**src/rtl/br_pkg.sv**
```systemverilog
package br_pkg;

  // Which control-flow kind wins the priority among the decode flags
  typedef enum logic [1:0] {
    BK_NONE = 2'd0,
    BK_BNE  = 2'd1,
    BK_BEQ  = 2'd2,
    BK_JMP  = 2'd3
  } br_kind_e;

endpackage

```
**src/rtl/br_eq_cmp.sv**
```systemverilog
module br_eq_cmp #(
  parameter int XLEN   = 32,
  parameter int LANE_W = 8
) (
  input  logic [XLEN-1:0] a,
  input  logic [XLEN-1:0] b,
  output logic            equal
);

  localparam int LANES = (XLEN + LANE_W - 1) / LANE_W;
  localparam int PAD_W = LANES * LANE_W;

  logic [PAD_W-1:0] a_pad;
  logic [PAD_W-1:0] b_pad;
  logic [LANES-1:0] lane_eq;

  always_comb begin
    a_pad = '0;
    b_pad = '0;
    a_pad[XLEN-1:0] = a;
    b_pad[XLEN-1:0] = b;
  end

  // Split the compare into narrow lanes, then AND the lane results
  for (genvar g = 0; g < LANES; g++) begin : g_lane
    assign lane_eq[g] = ~|(a_pad[g*LANE_W +: LANE_W] ^ b_pad[g*LANE_W +: LANE_W]);
  end

  assign equal = &lane_eq;

endmodule

```
**src/rtl/br_target_gen.sv**
```systemverilog
module br_target_gen #(
  parameter int XLEN   = 32,
  parameter int IMM_W  = 16,
  parameter int JIMM_W = 26
) (
  input  logic [XLEN-1:0]   seq_pc,
  input  logic [IMM_W-1:0]  off_imm,
  input  logic [JIMM_W-1:0] jmp_imm,
  output logic [XLEN-1:0]   br_tgt,
  output logic [XLEN-1:0]   jmp_tgt
);

  localparam int SEXT_W = XLEN - IMM_W - 2;
  localparam int HI_W   = XLEN - JIMM_W - 2;

  logic [XLEN-1:0] off_bytes;

  // Word offset -> byte offset, sign-extended to the address width
  assign off_bytes = {{SEXT_W{off_imm[IMM_W-1]}}, off_imm, 2'b00};
  assign br_tgt    = seq_pc + off_bytes;

  // Region bits come from the sequential address
  assign jmp_tgt   = {seq_pc[XLEN-1 -: HI_W], jmp_imm, 2'b00};

endmodule

```
**src/rtl/br_decide.sv**
```systemverilog
module br_decide
  import br_pkg::*;
(
  input  logic     f_beq,
  input  logic     f_bne,
  input  logic     f_jmp,
  input  logic     opnd_eq,
  output br_kind_e kind,
  output logic     taken
);

  always_comb begin
    if (f_jmp)      kind = BK_JMP;
    else if (f_beq) kind = BK_BEQ;
    else if (f_bne) kind = BK_BNE;
    else            kind = BK_NONE;
  end

  always_comb begin
    unique case (kind)
      BK_JMP:  taken = 1'b1;
      BK_BEQ:  taken = opnd_eq;
      BK_BNE:  taken = ~opnd_eq;
      default: taken = 1'b0;
    endcase
  end

endmodule

```
**src/rtl/br_ifid_reg.sv**
```systemverilog
module br_ifid_reg #(
  parameter int              INSTR_W  = 32,
  parameter logic [INSTR_W-1:0] NOP_WORD = '0
) (
  input  logic               clk,
  input  logic               rst,
  input  logic               squash,
  input  logic               we,
  input  logic [INSTR_W-1:0] d,
  output logic [INSTR_W-1:0] q
);

  // Squash beats a held write; reset beats both
  always_ff @(posedge clk) begin
    if (rst)         q <= NOP_WORD;
    else if (squash) q <= NOP_WORD;
    else if (we)     q <= d;
  end

endmodule

```
**src/rtl/br_resolve_dec.sv**
```systemverilog
module br_resolve_dec
  import br_pkg::*;
#(
  parameter int XLEN    = 32,
  parameter int IMM_W   = 16,
  parameter int JIMM_W  = 26,
  parameter int INSTR_W = 32,
  parameter int LANE_W  = 8
) (
  input  logic               clk,
  input  logic               rst,
  input  logic [XLEN-1:0]    pc_plus4,
  input  logic [IMM_W-1:0]   imm16,
  input  logic [JIMM_W-1:0]  imm26,
  input  logic               is_beq,
  input  logic               is_bne,
  input  logic               is_jmp,
  input  logic [XLEN-1:0]    rs_val,
  input  logic [XLEN-1:0]    rt_val,
  input  logic               ifid_we,
  input  logic [INSTR_W-1:0] fetch_instr,
  output logic [XLEN-1:0]    next_pc,
  output logic               pc_src,
  output logic               flush,
  output logic [INSTR_W-1:0] ifid_instr
);

  localparam logic [INSTR_W-1:0] NOP_WORD = '0;

  logic            opnd_eq;
  logic [XLEN-1:0] br_tgt;
  logic [XLEN-1:0] jmp_tgt;
  br_kind_e        kind;
  logic            taken;

  br_eq_cmp #(.XLEN(XLEN), .LANE_W(LANE_W)) u_cmp (
    .a     (rs_val),
    .b     (rt_val),
    .equal (opnd_eq)
  );

  br_target_gen #(.XLEN(XLEN), .IMM_W(IMM_W), .JIMM_W(JIMM_W)) u_tgt (
    .seq_pc  (pc_plus4),
    .off_imm (imm16),
    .jmp_imm (imm26),
    .br_tgt  (br_tgt),
    .jmp_tgt (jmp_tgt)
  );

  br_decide u_dec (
    .f_beq   (is_beq),
    .f_bne   (is_bne),
    .f_jmp   (is_jmp),
    .opnd_eq (opnd_eq),
    .kind    (kind),
    .taken   (taken)
  );

  always_comb begin
    if (!taken)              next_pc = pc_plus4;
    else if (kind == BK_JMP) next_pc = jmp_tgt;
    else                     next_pc = br_tgt;
  end

  assign pc_src = taken;
  assign flush  = taken;

  br_ifid_reg #(.INSTR_W(INSTR_W), .NOP_WORD(NOP_WORD)) u_ifid (
    .clk    (clk),
    .rst    (rst),
    .squash (flush),
    .we     (ifid_we),
    .d      (fetch_instr),
    .q      (ifid_instr)
  );

endmodule

```
**config.mk**
```make
export PLATFORM = sky130hd
export DESIGN_NAME = br_resolve_dec
export DESIGN_NICKNAME = d
export VERILOG_FILES = /design/src/rtl/br_pkg.sv /design/src/rtl/br_eq_cmp.sv /design/src/rtl/br_target_gen.sv /design/src/rtl/br_decide.sv /design/src/rtl/br_ifid_reg.sv /design/src/rtl/br_resolve_dec.sv
export SDC_FILE = /design/constraint.sdc
export NUM_CORES = 1
export LEC_CHECK = 0
export ABC_AREA = 1
export BUFFER_PORTS_ARGS = -buffer_cell sky130_fd_sc_hd__buf_2
export CORE_MARGIN = 1
export CORE_UTILIZATION = 49
export DETAILED_ROUTE_END_ITERATION = 6
export GPL_TIMING_DRIVEN = 0
export PLACE_DENSITY = 0.88
export SLEW_MARGIN = 20
export SYNTH_ARGS = -nofsm -noshare
export SYNTH_HDL_FRONTEND = slang
export SYNTH_SLANG_ARGS = --single-unit
export TNS_END_PERCENT = 50
```
**constraint.sdc**
```tcl
create_clock -name clk -period 3.7 [get_ports clk]
set_clock_uncertainty 0.15 [all_clocks]
set_input_delay 0 -clock clk [delete_from_list [all_inputs] [get_ports clk]]
set_output_delay 0 -clock clk [all_outputs]
set_load 0.01 [all_outputs]
```
==> summary.md, run 1 <==
| Metric | Value |
|---|---|
| Status | finished, violations left |
| Failing checks | negative hold slack |
| Post-CTS Setup Repair Bufs | 0 |
| Max VDD drop | 0.181 mV |
| RSZ-0062 raised after global routing | false |
| CP Class | primary input to output pin |
| CTS tree | built |
| Hpwl dp | 12500 um |
| CTS Root Cell | clkbuf_8 |
| Full die area | 0.00981 mm^2 |
| Die Height | 99.0 um |
| Synth Instances | 837 |
| Initial antenna violation count | 1 |
| Worst reg-to-reg path cell count | 4 |
| Syn. warnings | 0 |
| Share of cells above drive strength 1 | 0.250 |
| Critical path destination | next_pc[22] |
| Ys flop type | dfxtp_1 |
| Combinational Power Share | 0.516 |
| Sw frac | 0.404 |
| Worst rel slew slack | 0.482 |
| Most used cell, CP | nand2_1 |
| Fmax | 430 MHz |
| Hold WS | -0.628 ps |
| Area delta synth->final | 39.5% |
| Buffer depth of the longest clock path | 2 |
| EDFF count, synth | 0 |
| Die width | 99.0 um |
| Hold Fails Final Rpt | 1 |
| Reg2reg end | u_ifid.q[2] |
| Worst R2R Start | u_ifid.q[2] |
| CTS buffer count | 5 |
| Critical Path Max Stage Delay | 410 ps |
| Leakage | 3.98 nW |
| Fin crit share | 0.628 |
| Seq/Total Area, Yosys | 0.139 |
| Max-cap violations | 0 |
| P per Cell Area | 228 mW/mm^2 |
| Fin Setup TNS | 0 ps |
| H-tree depth | 2 |
| Routed len/inst | 14.1 um |
| Post-CTS Resized | 0 |
| Critical Path, Cell by Cell | buf_2 -> ha_1 -> fa_1 -> nand2_1 -> nand3_1 -> nand3_1 -> nand2_1 -> nand2_1 -> nand2_1 -> nand2_1 -> nand2_1 -> or2_2 -> nand3_1 -> nand2_1 -> buf_2 |
| Number of global-route vias before repair | 5955 |
| I/O pin count | 242 |
| Pint | 0.874 mW |
| Post-CTS Hold Fix Bufs | 37 |
| TritonCTS Sinks | 32 |
| Part of the power in the clock network | 0.238 |
| WL final | 17400 um |
| Largest net degree at the start of global routing | 17 |
| Area occupied by multi-input gates | 0.00333 mm^2 |
| Core Box Area | 0.00920 mm^2 |
| N_diodes | 0 |
| # DRC | 0 |
| Critical path fanouts, max | 4 |
| Tmin final | 2320 ps |
| Crit end category | output pin |
| Gr usage total | 0.356 |
| Router iterations before antenna repair | 5 |
| Via count | 6310 |
| Worst-Skew Late Latency | 290 ps |
| Psw | 0.592 mW |
| #FFs+latches synth | 32 |
| Largest register FFs | 32 |
| Final setup fails | 0 |
| Number of vias per cell | 5.12 |
| Post-layout util | 0.700 |
| CP arrival | 2170 ps |
| First-pass GRT wire length | 27700 um |
| Iter 0 DRT Violations | 387 |
| Commonest cells after routing, fill and taps aside | nand2_1, buf_2, inv_1, nor2_1 |
| Worst Hold Class | primary input to register |
| Most common cell after layout, fill and taps aside | nand2_1 |
| Setup crit start | pc_plus4[2] |
| Initial Util | 0.502 |
| Async SR Flop Fraction | 0 |
| Syn Nets | 1043 |
| Final Power | 1.47 mW |
| Slowest-stage cell, CP | fa_1 |
| Slew Viols, Final | 0 |
| Top reg by flops | u_ifid.q |
| Yosys cell types | 32 |
| Least-Margin Pin Slew | 778 ps |
| Register area | 641 um^2 |
| # nets final | 1327 |
| Worst Path Required | 3550 ps |
| Post-synthesis instance area | 0.00461 mm^2 |
| Top flop regs | u_ifid.q (32) |
| GP Congestion | 0.969 |
| IO buf count | 240 |
| CP Launch Type | primary input |
| Global route total overflow | 0 |
| Post-route ant nets | 0 |
| Row cnt | 35 |
| Avg Cell Area, Syn | 5.51 um^2 |
| Hold path start | rst |
| Clock transition at the registers of the reported paths | 80 ps |
| R2R Setup Slk | 1640 ps |
| Filler cells | 829 |
| Sequential share of power | 0.246 |
-- worst min-delay path by stage --
stage                    to  cells past startpoint  slack [ps]
2_1_floorplan    next_pc[0]                      2         -70
3_3_place_gp    u_ifid.q[1]                      3         100
3_5_place_dp   u_ifid.q[16]                      3         110
4_1_cts         u_ifid.q[0]                      5           5
5_1_grt        u_ifid.q[29]                      5          40
6_report       u_ifid.q[31]                      5        -0.6
-- metal layers --
layer	track usage	share of wire	up-vias
met4	0.237	0.063	0
met2	0.629	0.48	336
met3	0.110	0.096	96
met5	0	0	-
li1	-	-	3130
met1	0.361	0.36	2748
-- kinds of logic (layout without fill, tap and decap cells) --
logic type / after synthesis / after routing / synth area share
xor+xnor: 30 / 30 / 0.0569
fa+ha+maj: 30 / 30 / 0.0830
simple gates: 479 / 479 / 0.424
buf+inv: 160 / 445 / 0.140
flops: 32 / 32 / 0.139
mux: 32 / 32 / 0.0694
compound gates: 74 / 74 / 0.0879
-- cells in the mapped netlist (2+ instances only) --
cell / n / area share
and2_1: 3 / 0.0041
xnor2_1: 25 / 0.047
clkbuf_1: 7 / 0.0057
buf_6: 5 / 0.012
a21boi_0: 6 / 0.0098
o21ai_1: 8 / 0.0087
nand3_2: 2 / 0.0043
nor3_1: 5 / 0.0054
nor2_2: 12 / 0.016
inv_1: 144 / 0.12
xor2_1: 5 / 0.0095
o21bai_1: 5 / 0.0081
mux2i_1: 32 / 0.069
o21a_1: 2 / 0.0033
nand4_1: 5 / 0.0068
or2_2: 4 / 0.0054
ha_1: 29 / 0.079
dfxtp_1: 32 / 0.14
nor2_1: 77 / 0.063
nand2_2: 2 / 0.0027
nand3_1: 38 / 0.041
nand2_1: 327 / 0.27
nand2_4: 2 / 0.0049
o21ai_0: 14 / 0.015
buf_4: 2 / 0.0033
a21oi_1: 38 / 0.041
-- through the flow --
step / setup slack (ps) / instance area (um^2) / instances
floorplan: 1930 / 4610 / 837
global placement: 1450 / 5950 / 1188
detailed placement: 1410 / 5950 / 1188
CTS: 1420 / 6440 / 1233
global route: 1250 / 6440 / 1233
finish: 1380 / 6440 / 1233
-- power by group through the flow --
| stage | Sequential (mW) | Combinational [mW] | Clock, mW |
|---|---|---|---|
| after floorplan | 0.371 | 0.441 | 0 |
| after global placement | 0.365 | 0.683 | 0 |
| after detailed placement | 0.366 | 0.696 | 0 |
| after CTS | 0.358 | 0.729 | 0.338 |
| after global routing | 0.361 | 0.836 | 0.360 |
| final | 0.360 | 0.756 | 0.349 |
-- cell type report --
type                    instances  area share
inverters                     145      0.0846
clock buffers                   5      0.0107
multi-input cells             645       0.517
repair buffers                277       0.244
clock inverters                 3     0.00661
flip-flops and latches         32      0.0995
plain buffers                  15      0.0159
well taps                     111      0.0216
-- worst max-delay path: cells and delay by family --
kind | cells | cell delay, ps
adders and majority gates | 2 | 640
buffers and inverters | 2 | 240
and+or+nand+nor | 11 | 1300
Note: power is estimated with default switching activity, not from simulation.
==> run 2, diff against run 1 <==
--- a/config.mk
+++ b/config.mk
@@ -8,10 +8,10 @@
 export ABC_AREA = 1
 export BUFFER_PORTS_ARGS = -buffer_cell sky130_fd_sc_hd__buf_2
 export CORE_MARGIN = 1
-export CORE_UTILIZATION = 49
+export CORE_UTILIZATION = 42
 export DETAILED_ROUTE_END_ITERATION = 6
 export GPL_TIMING_DRIVEN = 0
-export PLACE_DENSITY = 0.88
+export PLACE_DENSITY = 0.8
 export SLEW_MARGIN = 20
 export SYNTH_ARGS = -nofsm -noshare
 export SYNTH_HDL_FRONTEND = slang
==> constraint.sdc (replaced) <==
create_clock -name clk -period 2.1 [get_ports clk]
set_clock_uncertainty 0.15 [all_clocks]
set_input_delay 0 -clock clk [delete_from_list [all_inputs] [get_ports clk]]
set_output_delay 0 -clock clk [all_outputs]
set_load 0.01 [all_outputs]
==> run 2 against run 1 <==
Effect of this change: the run now ends clean; final cell count rose by 1.9%; first-iteration DRC count shrank 20%; critical path type unchanged; worst setup slack got worse by 1300 ps; worst hold slack improved by 17 ps; largest power group unchanged; count of clock-buffer cells in the layout grew 1.
==> summary.md, run 2 (synthesis results as in run 1) <==
| Metric | Value |
|---|---|
| Row cnt | 37 |
| Routed len/inst | 12.7 um |
| Number of vias per cell | 4.72 |
| CP Class | primary input to output pin |
| # nets final | 1327 |
| Initial antenna violation count | 0 |
| Worst rel slew slack | 0.478 |
| Critical path fanouts, max | 4 |
| P per Cell Area | 371 mW/mm^2 |
| Clock transition at the registers of the reported paths | 70 ps |
| CP arrival | 1890 ps |
| Die width | 107 um |
| CTS buffer count | 5 |
| Hpwl dp | 12200 um |
| Fmax | 490 MHz |
| Worst Hold Class | primary input to register |
| DP Worst Slack | -166 ps |
| # DRC | 0 |
| WL final | 16000 um |
| Setup crit start | pc_plus4[2] |
| Fin crit share | 0.972 |
| CTS tree | built |
| Status | complete, no violations |
| Slew Viols, Final | 0 |
| RSZ-0062 raised after global routing | true |
| Via count | 5927 |
| Post-route ant nets | 0 |
| Global route total overflow | 0 |
| Post-layout util | 0.618 |
| Initial Util | 0.439 |
| PnR worst setup slack | 57.9 ps |
| N_diodes | 0 |
| IO buf count | 240 |
| Final setup fails | 0 |
| Final Instance Area | 0.00649 mm^2 |
| Hold path start | rst |
| Placed Instances | 1213 |
| Top reg by flops | u_ifid.q |
| Max-cap violations | 0 |
| Core Box Area | 0.0105 mm^2 |
| CTS Root Cell | clkbuf_8 |
| First-pass GRT wire length | 25100 um |
| Iter 0 DRT Violations | 311 |
| Leakage | 3.98 nW |
| Worst-Skew Late Latency | 280 ps |
| Least-Margin Pin Slew | 782 ps |
| Largest net degree at the start of global routing | 17 |
| Tmin final | 2040 ps |
| Crit end category | output pin |
| Placed Area | 0.00599 mm^2 |
| CP Launch Type | primary input |
| Most common cell after layout, fill and taps aside | nand2_1 |
| Commonest cells after routing, fill and taps aside | nand2_1, buf_2, inv_1, nor2_1, dlygate4sd3_1 |
| Hold WS | 16.5 ps |
| TritonCTS Sinks | 32 |
| Max VDD drop | 0.395 mV |
| Router iterations before antenna repair | 5 |
| Full die area | 0.0114 mm^2 |
| GP Congestion | 0.953 |
| Largest register FFs | 32 |
| Final cell count without fillers | 1257 |
| I/O pin count | 242 |
| Top flop regs | u_ifid.q (32) |
| Gr usage total | 0.274 |
| Share of cells above drive strength 1 | 0.263 |
| Worst Path Required | 1950 ps |
| Number of global-route vias before repair | 5644 |
| Die Height | 107 um |
| Worst R2R Start | u_ifid.q[1] |
| Area delta synth->final | 40.6% |
| H-tree depth | 2 |
| Hold Fails Final Rpt | 0 |
| Buffer depth of the longest clock path | 2 |
## run 2: final timing paths
kind | slack (ps) | cells past startpoint | to
worst max-delay path | 60 | 15 | next_pc[22]
worst min-delay path | 20 | 5 | u_ifid.q[28]
worst max register to register | 270 | 4 | u_ifid.q[1]
worst min register to register | 380 | 2 | u_ifid.q[12]
## run 2: cell type report
| type | count | area, um^2 |
|---|---|---|
| Fill cell | 1004 | 4020 |
| Multi-Input combinational cell | 645 | 3380 |
| Timing Repair Buffer | 277 | 1580 |
| Inverter | 145 | 544 |
| Tap cell | 136 | 170 |
| Clock buffer | 6 | 72.6 |
| Sequential cell | 32 | 641 |
| Buffer | 15 | 103 |
| Clock inverter | 1 | 5.00 |
## run 2: power by group
group	switching [mW]	internal [mW]	total, mW
registers	0.00972	0.624	0.634
clock network	0.225	0.225	0.450
logic	0.748	0.576	1.32
## run 2: routing by layer
metal / part of all wire / vias up / wire [um] / global-route usage
met5: 0 / - / 0 / 0
met4: 0.045 / 0 / 721 / 0.132
met3: 0.075 / 52 / 1200 / 0.0565
met2: 0.49 / 258 / 7790 / 0.510
met1: 0.39 / 2485 / 6290 / 0.292
li1: - / 3132 / - / -
## run 2: through the flow
stage,setup TNS (ps),power (mW)
2_1_floorplan,0,1.43
3_3_place_gp,-302,1.85
3_5_place_dp,-390,1.87
4_1_cts,0,2.35
5_1_grt,-40.6,2.59
6_report,0,2.41
## run 2: what timing repair did
item	in CTS	in global routing
gates resized for setup	5	14
pin swaps	0	3
setup endpoints to repair	6	9
buffers inserted	0	1
hold buffers	36	0
hold endpoints to repair	32	0
## run 2: worst max-delay path, stage by stage
cell	delay (ps)
buf_2	110
ha_2	200
fa_2	360
nand2_2	80
nand3_2	70
nand3_1	110
nand2_2	90
nand2_1	80
nand2_2	100
nand2_1	80
nand2_1	60
or2_2	270
nand3_1	100
nand2_1	50
buf_2	130
